<file path="src/rtl/scsi_hostreg_pkg.sv">
package scsi_hostreg_pkg;
    localparam int ADDR_W = 4;
    localparam int BYTE_W = 8;
    localparam int NUM_REGS = 1 << ADDR_W;

    localparam logic [ADDR_W-1:0] OFF_DATA     = 4'h0;
    localparam logic [ADDR_W-1:0] OFF_CMD      = 4'h1;
    localparam logic [ADDR_W-1:0] OFF_MODE     = 4'h2;
    localparam logic [ADDR_W-1:0] OFF_PHASE    = 4'h3;
    localparam logic [ADDR_W-1:0] OFF_STAT     = 4'h4;
    localparam logic [ADDR_W-1:0] OFF_BSTAT    = 4'h5;
    localparam logic [ADDR_W-1:0] OFF_INDATA   = 4'h6;
    localparam logic [ADDR_W-1:0] OFF_CLRSTAT  = 4'h7;

    typedef logic [NUM_REGS-1:0][BYTE_W-1:0] regbank_t;
endpackage

</file>
<file path="src/rtl/scsi_hr_regs.sv">
module scsi_hr_regs
    import scsi_hostreg_pkg::*;
(
    input  logic              clk,
    input  logic              rst_n,
    input  logic              wr_en,
    input  logic [ADDR_W-1:0] addr,
    input  logic [BYTE_W-1:0] wdata,
    output regbank_t          bank_q
);
    typedef struct packed {
        regbank_t bank;
    } st_t;

    st_t st_d, st_q;

    always_comb begin
        st_d = st_q;
        if (wr_en) begin
            st_d.bank[addr] = wdata;
        end
    end

    always_ff @(posedge clk or negedge rst_n) begin
        if (!rst_n) begin
            st_q <= '0;
        end else begin
            st_q <= st_d;
        end
    end

    assign bank_q = st_q.bank;

    // stored bytes change only on a write
    assert_hold_without_write_R11: assert property (@(posedge clk) disable iff (!rst_n)
        !wr_en |=> $stable(bank_q));
endmodule

</file>
<file path="src/rtl/scsi_hr_dma.sv">
module scsi_hr_dma (
    input  logic clk,
    input  logic rst_n,
    input  logic start_wr,
    input  logic data_touch,
    input  logic mode_off_wr,
    input  logic ack_consumed,
    output logic drq,
    output logic dack
);
    typedef struct packed {
        logic drq;
        logic dack;
    } hs_t;

    hs_t hs_d, hs_q;

    always_comb begin
        hs_d = hs_q;
        if (mode_off_wr || ack_consumed) begin
            hs_d.drq  = 1'b0;
            hs_d.dack = 1'b0;
        end else begin
            if (start_wr) begin
                hs_d.drq = 1'b1;
            end
            if (hs_q.drq && data_touch) begin
                hs_d.dack = 1'b1;
            end
        end
    end

    always_ff @(posedge clk or negedge rst_n) begin
        if (!rst_n) begin
            hs_q <= '0;
        end else begin
            hs_q <= hs_d;
        end
    end

    assign drq  = hs_q.drq;
    assign dack = hs_q.dack;

    assert_dack_needs_drq_R7: assert property (@(posedge clk) disable iff (!rst_n)
        $rose(dack) |-> $past(drq));
    assert_dack_within_drq_R7: assert property (@(posedge clk) disable iff (!rst_n)
        dack |-> drq);
    assert_start_sets_drq_R6: assert property (@(posedge clk) disable iff (!rst_n)
        start_wr && !mode_off_wr && !ack_consumed |=> drq);
    assert_drq_fall_cause_R9: assert property (@(posedge clk) disable iff (!rst_n)
        $fell(drq) |-> ($past(ack_consumed) || $past(mode_off_wr)));
    assert_mode_off_clears_R8: assert property (@(posedge clk) disable iff (!rst_n)
        mode_off_wr |=> (!drq && !dack));
endmodule

</file>
<file path="src/rtl/scsi_hr_readmux.sv">
module scsi_hr_readmux
    import scsi_hostreg_pkg::*;
(
    input  logic [ADDR_W-1:0] addr,
    input  regbank_t          bank_q,
    input  logic [BYTE_W-1:0] bus_data_in,
    input  logic              bus_rst,
    input  logic              bus_bsy,
    input  logic              bus_req,
    input  logic              bus_msg,
    input  logic              bus_cd,
    input  logic              bus_io,
    input  logic              bus_sel,
    input  logic              bus_dbp,
    input  logic              drq,
    output logic [BYTE_W-1:0] rdata
);
    logic [BYTE_W-1:0] cmd_b, mode_b, phase_b, stat_b, bstat_b;
    logic              phase_hit;

    always_comb begin
        cmd_b     = bank_q[OFF_CMD];
        mode_b    = bank_q[OFF_MODE];
        phase_b   = bank_q[OFF_PHASE];
        phase_hit = (phase_b[2:0] == {bus_msg, bus_cd, bus_io});
        stat_b    = {cmd_b[7] | bus_rst, cmd_b[3] | bus_bsy, bus_req, bus_msg,
                     bus_cd, bus_io, cmd_b[2] | bus_sel, bus_dbp};
        bstat_b   = {1'b0, drq, 2'b00, phase_hit, 1'b0, cmd_b[1], cmd_b[4]};
        unique case (addr)
            OFF_DATA, OFF_INDATA: rdata = bus_data_in;
            OFF_CMD:              rdata = cmd_b | {1'b0, mode_b[0], 6'b0};
            OFF_STAT:             rdata = stat_b;
            OFF_BSTAT:            rdata = bstat_b;
            OFF_CLRSTAT:          rdata = '0;
            default:              rdata = bank_q[addr];
        endcase
    end
endmodule

</file>
<file path="src/rtl/scsi_hostreg.sv">
module scsi_hostreg
    import scsi_hostreg_pkg::*;
(
    input  logic        clk,
    input  logic        rst_n,
    input  logic [3:0]  addr,
    input  logic        rd_en,
    input  logic        wr_en,
    input  logic [7:0]  wdata,
    output logic [7:0]  rdata,
    input  logic [7:0]  bus_data_in,
    input  logic        bus_rst,
    input  logic        bus_bsy,
    input  logic        bus_req,
    input  logic        bus_msg,
    input  logic        bus_cd,
    input  logic        bus_io,
    input  logic        bus_sel,
    input  logic        bus_dbp,
    input  logic        ack_consumed,
    output logic        drv_rst,
    output logic        drv_ack,
    output logic        drv_bsy,
    output logic        drv_sel,
    output logic        drv_atn,
    output logic        drv_data_en,
    output logic [7:0]  data_out,
    output logic        dma_mode,
    output logic        drq,
    output logic        dack
);
    regbank_t bank_q;
    logic     start_wr, data_touch, mode_off_wr;

    scsi_hr_regs u_regs (
        .clk    (clk),
        .rst_n  (rst_n),
        .wr_en  (wr_en),
        .addr   (addr),
        .wdata  (wdata),
        .bank_q (bank_q)
    );

    always_comb begin
        start_wr    = wr_en && (addr == OFF_BSTAT || addr == OFF_INDATA || addr == OFF_CLRSTAT);
        data_touch  = (rd_en && addr == OFF_INDATA) || (wr_en && addr == OFF_DATA);
        mode_off_wr = wr_en && (addr == OFF_MODE) && !wdata[1];
    end

    scsi_hr_dma u_dma (
        .clk          (clk),
        .rst_n        (rst_n),
        .start_wr     (start_wr),
        .data_touch   (data_touch),
        .mode_off_wr  (mode_off_wr),
        .ack_consumed (ack_consumed),
        .drq          (drq),
        .dack         (dack)
    );

    scsi_hr_readmux u_rmux (
        .addr        (addr),
        .bank_q      (bank_q),
        .bus_data_in (bus_data_in),
        .bus_rst     (bus_rst),
        .bus_bsy     (bus_bsy),
        .bus_req     (bus_req),
        .bus_msg     (bus_msg),
        .bus_cd      (bus_cd),
        .bus_io      (bus_io),
        .bus_sel     (bus_sel),
        .bus_dbp     (bus_dbp),
        .drq         (drq),
        .rdata       (rdata)
    );

    assign drv_rst     = bank_q[OFF_CMD][7];
    assign drv_ack     = bank_q[OFF_CMD][4];
    assign drv_bsy     = bank_q[OFF_CMD][3];
    assign drv_sel     = bank_q[OFF_CMD][2];
    assign drv_atn     = bank_q[OFF_CMD][1];
    assign drv_data_en = bank_q[OFF_CMD][0];
    assign data_out    = bank_q[OFF_DATA];
    assign dma_mode    = bank_q[OFF_MODE][1];

    assert_cmd_drives_sel_R2: assert property (@(posedge clk) disable iff (!rst_n)
        wr_en && addr == OFF_CMD |=> drv_sel == $past(wdata[2]));
    assert_cmd_drives_rst_R2: assert property (@(posedge clk) disable iff (!rst_n)
        wr_en && addr == OFF_CMD |=> drv_rst == $past(wdata[7]));
    assert_data_latch_R2: assert property (@(posedge clk) disable iff (!rst_n)
        wr_en && addr == OFF_DATA |=> data_out == $past(wdata));
    assert_mode_bit_R8: assert property (@(posedge clk) disable iff (!rst_n)
        wr_en && addr == OFF_MODE |=> dma_mode == $past(wdata[1]));
endmodule

</file>
<file path="config.mk">
export PLATFORM = sky130hd
export DESIGN_NAME = scsi_hostreg
export DESIGN_NICKNAME = d
export VERILOG_FILES = /design/src/rtl/scsi_hostreg_pkg.sv /design/src/rtl/scsi_hr_regs.sv /design/src/rtl/scsi_hr_dma.sv /design/src/rtl/scsi_hr_readmux.sv /design/src/rtl/scsi_hostreg.sv
export SDC_FILE = /design/constraint.sdc
export NUM_CORES = 1
export LEC_CHECK = 0
export BUFFER_PORTS_ARGS = -buffer_cell sky130_fd_sc_hd__buf_2
export CORE_ASPECT_RATIO = 0.75
export CORE_MARGIN = 2
export CORE_UTILIZATION = 50
export CTS_BUF_LIST = sky130_fd_sc_hd__clkbuf_8
export DETAILED_ROUTE_END_ITERATION = 6
export GPL_ROUTABILITY_DRIVEN = 0
export GPL_TIMING_DRIVEN = 0
export MAX_ROUTING_LAYER = met4
export PLACE_DENSITY = 0.67
export SLEW_MARGIN = 30
export SYNTH_ARGS = -nofsm -noshare
export SYNTH_HDL_FRONTEND = slang
export SYNTH_SLANG_ARGS = --single-unit
</file>
<file path="constraint.sdc">
create_clock -name clk -period 3.1 [get_ports clk]
set_clock_uncertainty 0.1 [all_clocks]
set_input_delay 0.465 -clock clk [delete_from_list [all_inputs] [get_ports clk]]
set_output_delay 0.465 -clock clk [all_outputs]
set_load 0.1 [all_outputs]
</file>
==> run_results.csv <==
group,metric,value,unit
cts,clk_pin_slew_worst_paths,0.08,ns
worst_hold_path,hold_depth,2,
finish,layout_common_cells,"dfrtp_1 (98), mux2_2 (72), buf_2 (59)",
global_routing,grt-ovfl-total,0,
die,fp.dieH,90.7,um
worst_setup_path,worstPathCellList,"buf_4 -> buf_4 -> buf_2 -> a21oi_1 -> a2111oi_0 -> nor3_2 -> buf_2",
route,drtIter0Drc,229,
finish,final_nets,482,
cts,cts_max_level,3,
route,ant_nets,0,
synth,ys_types,47,
cts,clk_latency,0.37,ns
global_routing,track_usage,27.1,%
cts,root_buffer,"clkbuf_8",
power,p_leak,0.00262,uW
finish,drive_above_1_share,46.8,%
timing,tightest_slew,0.867,ns
power,ir_drop,0.392,mV
worst_setup_path,end_kind,"output port",
die,die_width,120,um
timing,fmax,0.334,GHz
global_routing,grt_max_degree,69,
worst_setup_path,crit_fanout,10,
route,drc,0,
synth,synth-seq-area-share,48.9,%
die,coreArea,0.00970,mm^2
worst_setup_path,crit_slowest_cell,"a2111oi_0",
global_routing,antenna_found_initial,0,
run,drv_cap,0,
timing,finalHoldWorstSlack,0.279,ns
timing,fin_ws,0.109,ns
timing,slew_headroom,40.7,%
worst_setup_path,crit_family,"buffers and inverters",
cts,cts_made_buffers,9,
synth,syn_nets,416,
synth,synthCells,383,
timing,period_share,96.5,%
cts,clk_path_buf_depth,2,
timing,rsz0062_at_grt,"no",
timing,final.min_clock_period,2.99,ns
die,pin_count,58,
status,status,"complete, no violations",
placement,io_buffers,53,
route,avgViaCountPerCell,5.86,
finish,final_common_cell,"dfrtp_1",
synth,syn_avg_cell_area,13.1,um^2
synth,yosysWarnings,0,
timing,setup_viol,0,
route,wirelength,13600,um
die,initial_core_util,51.7,%
cts,cts.sinks,98,
global_routing,grt_pass1_wl,20800,um
synth,synth_ff_type,"dfrtp_1",
synth,synth_area,0.00501,mm^2
die,fp.dieArea,0.0108,mm^2
worst_setup_path,reg2reg_depth,1,
worst_setup_path,start_kind,"input pin",
worst_setup_path,cp.depth,7,
worst_setup_path,critical-path-max-stage-delay,0.76,ns
cts,cts_setup_buffers,0,
power,p_per_area,667,mW/mm^2
route,drt_first_pass_iters,4,
placement,dp_slack,0.0576,ns
global_routing,first_global_vias,3500,
die,placementRows,31,
synth,async_reset_ff_share,100,%
route,wl_per_cell,23.2,um
finish,area_growth,14.8,%
worst_setup_path,arrival,2.43,ns
timing,hold_viol,0,
route,vias,3431,
worst_setup_path,crit_required,2.53,ns
timing,final_max_slew_viol_count,0,
cts,cts_tree,"built",
synth,ys_ff_latch,98,
worst_setup_path,path_buf_inv,4,
worst_setup_path,worst-setup-path-type,"input pin to output port",
placement,dpl.hpwl,9210,um
finish,num_antenna_cells,0,
worst_hold_path,holdCritPathClass,"input pin to register",
synth,synth_edf_count,0,
-- what timing repair did --
item,CTS,global route
setup endpoints to repair,0,2
endpoints found under the hold margin,30,0
hold buffers,1,0
resized for setup,0,1
-- layout make-up --
class / count / area, um^2
Multi-Input combinational cell: 243 / 2400
Sequential cell: 98 / 2450
Buffer: 36 / 224
Clock inverter: 5 / 47.5
Clock buffer: 10 / 138
Tap cell: 132 / 165
Inverter: 6 / 22.5
Timing Repair Buffer: 55 / 309
Fill cell: 809 / 3940
-- final timing paths --
check,from,to,slack [ns]
worst max-delay path,addr[0],rdata[0],0.11
worst min-delay path,wdata[7],u_regs.bank_q[119],0.28
worst max register to register,u_regs.bank_q[16],u_regs.bank_q[16],2.14
worst min register to register,u_regs.bank_q[20],u_regs.bank_q[20],0.40
max in group asynchronous,rst_n,u_regs.bank_q[23],1.85
min in group asynchronous,rst_n,u_regs.bank_q[0],0.43
-- synthesized netlist by cell type, types with 2 or more instances --
library cell	count	area share, %
nor2b_1	3	0.37
mux2i_1	16	3.2
mux2_4	16	4.8
a2bb2oi_1	2	0.35
mux2_1	8	1.8
o21ai_0	4	0.40
nor2_1	24	1.8
buf_6	3	0.67
inv_1	6	0.45
o21bai_1	2	0.30
nor3_1	2	0.20
buf_2	7	0.70
nand2_1	8	0.60
or3_1	2	0.25
a211oi_1	9	1.3
buf_4	15	2.2
clkbuf_1	10	0.75
xor2_1	2	0.35
a2111oi_0	2	0.35
a311oi_1	4	0.70
a21oi_1	13	1.3
nand3b_4	2	0.80
nand3b_1	3	0.45
mux4_2	10	4.5
mux2_2	72	16
nor2_2	6	0.75
a221oi_1	6	1.0
nand2b_1	10	1.2
dfrtp_1	98	49
-- state kept, by name, indices dropped and copies added (netlist names) --
name           count
u_regs.bank_q     96
u_dma.drq          1
u_dma.dack         1
-- logic make-up after synthesis --
logic type	count (synthesis)	share of synthesized area (%)
simple gates	70	8.36
compound gates	48	6.79
mux	122	30.5
buf+inv	42	4.92
flops	98	48.9
xor+xnor	3	0.524
-- metrics by stage --
stage	instance area [um^2]	total power [uW]	TNS, ns	cells	util, %
2_1_floorplan	5080	2760	-0.136	383	-
3_3_place_gp	5520	2990	0	568	56.9
3_5_place_dp	5550	3040	0	569	57.2
4_1_cts	5740	3850	0	585	59.2
5_1_grt	5750	4010	0	585	59.3
6_report	5750	3840	0	585	59.3
-- power by group --
group / internal [uW] / total, uW / switching (uW)
Sequential: 1570 / 1740 / 174
Combinational: 487 / 1280 / 792
Clock: 382 / 815 / 432
Total: 2440 / 3840 / 1400
-- routing by layer --
metal	vias up	global-route usage [%]	routed length (um)
li1	1512	-	-
met1	1756	39.3	6390
met2	134	37.6	5940
met3	29	6.76	920
met4	0	8.04	316
met5	-	-	0
Note: power is estimated with default switching activity, not from simulation.
